## src/rtl/lane_lshift.sv

```systemverilog
module lane_lshift #(
  parameter int LANE_W = 8,
  parameter int LANES  = 4,
  localparam int DW    = LANE_W * LANES,
  localparam int SHW   = $clog2(DW),
  localparam int W2    = 2 * DW
) (
  input  logic [DW-1:0]    opnd,
  input  logic [DW-1:0]    amt_vec,
  input  logic [LANES-2:0] part_cut,
  output logic [DW-1:0]    res
);

  function automatic int log2c(input int v);
    int r;
    r = 0;
    for (int i = 0; i < 16; i++)
      if ((1 << i) < v) r = i + 1;
    return r;
  endfunction

  logic [DW-1:0] res_c;
  logic [LANES-1:0] is_start;
  assign is_start = {part_cut, 1'b1};

  always_comb begin
    int e;
    int w;
    int nb;
    logic [SHW-1:0] amt;
    logic [W2-1:0]  wm;
    logic [W2-1:0]  seg;
    res_c = '0;
    e = 0; w = 0; nb = 0; amt = '0; wm = '0; seg = '0;
    for (int p = 0; p < LANES; p++) begin
      if (is_start[p]) begin
        e = LANES - 1;
        for (int k = LANES - 2; k >= 0; k--)
          if (k >= p && part_cut[k]) e = k;
        w   = LANE_W * (e - p + 1);
        nb  = log2c(w);
        amt = amt_vec[p*LANE_W +: SHW] & SHW'((1 << nb) - 1);
        wm  = (W2'(1) << w) - W2'(1);
        seg = ({{DW{1'b0}}, opnd} >> (p * LANE_W)) & wm;
        seg = (seg << amt) & wm;
        res_c = res_c | DW'(seg << (p * LANE_W));
      end
    end
  end

  assign res = res_c;

  always_comb begin
    if (opnd == '0)
      p_zero_in_r6: assert (res == '0) else $error("zero operand gave nonzero result");
  end

  for (genvar j = 0; j < LANES; j++) begin : g_chk
    always_comb begin
      if (is_start[j] && amt_vec[j*LANE_W +: SHW] == '0)
        p_hold_r3: assert (res[j*LANE_W +: LANE_W] == opnd[j*LANE_W +: LANE_W])
          else $error("zero-amount partition altered lane %0d", j);
      if (is_start[j] && amt_vec[j*LANE_W])
        p_fill_r6: assert (res[j*LANE_W] == 1'b0)
          else $error("odd shift left lane %0d bit 0 set", j);
      if ((&part_cut) && opnd[j*LANE_W +: LANE_W] == '0)
        p_no_leak_r5: assert (res[j*LANE_W +: LANE_W] == '0)
          else $error("bits leaked into lane %0d", j);
    end
  end

  logic unused_amt;
  assign unused_amt = ^amt_vec;

endmodule

```

## config.mk

```make
export PLATFORM = sky130hd
export DESIGN_NAME = lane_lshift
export DESIGN_NICKNAME = d
export VERILOG_FILES = /design/src/rtl/lane_lshift.sv
export SDC_FILE = /design/constraint.sdc
export NUM_CORES = 1
export LEC_CHECK = 0
export ABC_AREA = 0
export BUFFER_PORTS_ARGS = -buffer_cell sky130_fd_sc_hd__buf_2
export CORE_AREA = 3 3 122 100
export DETAILED_ROUTE_END_ITERATION = 7
export DIE_AREA = 0 0 125 103
export PLACE_DENSITY_LB_ADDON = 0.2
export REMOVE_ABC_BUFFERS = 1
export SETUP_SLACK_MARGIN = 0.4
export SYNTH_ARGS = -nofsm -noshare
export SYNTH_HDL_FRONTEND = slang
export SYNTH_SLANG_ARGS = --single-unit
export TNS_END_PERCENT = 30
```

## constraint.sdc

```tcl
create_clock -name vclk -period 5.4
set_input_delay 0.54 -clock vclk [all_inputs]
set_output_delay 0.54 -clock vclk [all_outputs]
set_load 0.05 [all_outputs]
```

==> results.txt <==
The run finished with clean final reports. The die boundary height is just over 100 um. The total routing resource utilization after global routing came out at approximately 28%. The number of buffers inserted to repair setup after CTS is 0. The multi-input combinational cells in the finished layout cover a total of approximately 4000 um2.

After synthesis, the most frequently instantiated cells are mux2i_1 (89), nand2_1 (67), nor2_1 (61). The worst setup path is of the input port to output pin kind. The design internal power came out at roughly 180 uW. The max-slew headroom at the worst pin came out at approximately 25%. After filler insertion, the fill cell instance count of the layout stands at ~1,200. The tightest hold margin came out at 1710 ps. The number of top-level design ports came out at between 90 and 100. The master of the slowest instance on the critical path is buf_2. Of the synthesized area, sequential elements account for 0%. The total area inside the core boundary comes to around 11,000 um2.

The clock share of power came out at 0%. The number of hold violations in the final report is 0. Prior to clock tree synthesis, the placed netlist has a worst setup slack of ~1600 ps. The post-route netlist has between 15 and 20% of its cells at a drive strength greater than 1. In this run, the combinational gates consume 100.0% of the power. The total wire length after detailed routing is around 19,000 um. The final critical-path setup slack is 1520 ps. The most critical setup path has its startpoint at amt_vec[0]. The number of slew-limit violations in the final report is 0.

The count of sequential standard cells is 0. The starting density of the core is roughly two fifths. The first-pass GRT wire length is approximately 29,000 um.

The analysis attributes to cell leakage a power of 0.00198 uW. The HPWL reported at the end of detailed placement is roughly 15,000 um. The final RePlAce weighted congestion is 1.02. The share of the clock period used by the worst path after layout came out at between 70 and 80%. The number of buffers added to fix hold violations after cts is 0. The aggregate global routing overflow came out at 0.

Power spread over the standard cell area amounts to 122 nW/um2. Using the TritonRoute via totals, the vias-per-cell ratio works out to ~6.8. Yosys printed 0 warnings.

Setup repair after global routing left no endpoint under its margin. The worst-path maximum fanout is 37. The routed via count came out at between 5,000 and 6,000. Derived from the worst setup path, the maximum achievable clock frequency is 0.258 GHz. The data arrival time of the critical path is between 3000 and 4000 ps. The pre-antenna-repair detailed-routing pass consisted of 6 iterations. The mean instance size in the synthesized netlist came out at roughly 6.8 um2. Relative to the synthesized area, the layout overhead comes to 7.17%. The post-route antenna net violation count is 0.

The measured slew at the worst slew-check pin is about 1100 ps. The detail-routed net length per standard cell is 23.6 um. The initial antenna violation count is 0. In this run the power spent charging and discharging nets is approximately 390 uW. The via count of the first global-routing pass is 4,863. Sorting the synthesized cells by area gives the leading types as mux2i_1 (20%), mux4_2 (11%), nand2_1 (5.7%), nor2_1 (5.2%), a21oi_1 (4.5%).

The cell taking the most area after synthesis is mux2i_1. The max-cap violation count came out at 0. The count of endpoints failing setup in the final report came out at 0. The antenna diode instance count is 0.

Measured along the x axis, the die boundary spans between 100 and 150 um. In the final timing run, aggregate negative setup slack is 0 ps. Traced cell by cell, the critical path runs through buf_2, mux2i_1, nor2_1, a21oi_2, mux2i_1, a221oi_1, o21ai_0, buf_2. The die covers 12,900 um2. The worst setup path is launched from an input port.

Per report_power, the sequential group accounts for 0% of the total. For the finished layout, the period the worst path requires is 3880 ps. The largest net degree at the start of global routing is 38. The switching fraction of total power is about two thirds.

The type of the worst min-delay path is input port to output pin. The worst-case IR drop observed on VDD is 0.0565 mV. The number of cells produced by synthesis came out at 642. The post-synth design cell area is approximately 4400 um2.

The critical path ends at res[22]. The cell count of the worst hold path is 4. The number of port buffers came out at 84. The layout has 0 clock buffers. Row generation in the floorplan step produced 34 rows. The top cell type by area accounts for between 20% and 30% of the synthesized area. The detailed router finished its first iteration with around 750 violations. The register area came out at 0 um2.

The post-CTS resize count is 0. The worst setup path is captured at an output pin. For this run, the post-layout net count is approximately 740. Yosys instantiated no cell more often than mux2i_1. Data on the critical path is required at its endpoint by 4860 ps. In this run, distinct cell masters in the synthesized netlist total 66. The post-route DRC violation count came out at 0. The maximum single-stage delay on the critical path came out at between 700 and 800 ps.
## cell usage in the layout, fill, tap and decap left out, types with 5 or more instances in the layout
cell type and n:
a211o_1 7, a211oi_1 11, a21oi_1 39, a22oi_1 5, a31oi_1 13, buf_2 84
buf_4 8, inv_1 10, mux2_2 8, mux2i_1 89, mux4_2 21, nand2_1 67
nand2b_1 19, nand3_1 26, nand4_1 6, nor2_1 61, nor2b_1 8, nor3_1 26
o211ai_1 19, o21ai_0 31, o22ai_1 20
## metal layers
layer	track usage [%]	up-vias	routed length, um
met5	0	-	0
met4	4.25	0	336
met3	3.78	26	2190
met2	41.8	331	8150
met1	43.2	2606	8460
li1	-	2513	-
## power groups by stage
stage	Sequential [uW]	Combinational (uW)	Clock [uW]
2_1_floorplan	0	360	0
3_3_place_gp	0	558	0
3_5_place_dp	0	559	0
4_1_cts	0	562	0
5_1_grt	0	607	0
6_report	0	573	0
## final cells by class
cell class | instances | share of cell area (%)
Tap cell | 144 | 3.84
Timing Repair Buffer | 92 | 10.2
Multi-Input combinational cell | 563 | 85.0
Inverter | 12 | 0.959
## per-stage QoR
| stage | instance area [um2] | std cells | total power [uW] | util [%] |
|---|---|---|---|---|
| 5_1_grt | 4700 | 811 | 607 | 42.8 |
| 3_3_place_gp | 4700 | 811 | 558 | 42.8 |
| 2_1_floorplan | 4030 | 575 | 360 | - |
| 6_report | 4700 | 811 | 573 | 42.8 |
| 3_5_place_dp | 4700 | 811 | 559 | 42.8 |
| 4_1_cts | 4700 | 811 | 562 | 42.8 |
## worst max-delay path, delay by kind of cell
family,cells,cell delay (ps)
muxes,2,770
and+or+nand+nor,1,130
AOI/OAI and AO/OA,3,900
buffers and inverters,2,960
## how the worst min path moves through the flow
stage	startpoint	to	slack (ps)
6_report	amt_vec[3]	res[19]	1710
5_1_grt	amt_vec[3]	res[19]	1730
4_1_cts	amt_vec[3]	res[19]	1700
3_5_place_dp	amt_vec[3]	res[19]	1700
3_3_place_gp	amt_vec[3]	res[19]	1710
2_1_floorplan	amt_vec[10]	res[10]	1460
## cell families after synthesis
kind of cell	count (synthesis)	synth area share, %
multiplexers	119	33.5
AND/OR/NAND/NOR	243	26.7
other	1	0.0856
AO/OA/AOI/OAI	196	30.0
adder cells (fa/ha/maj)	2	0.571
buffers and inverters	81	9.16
Power figures use the tool's default switching activity.
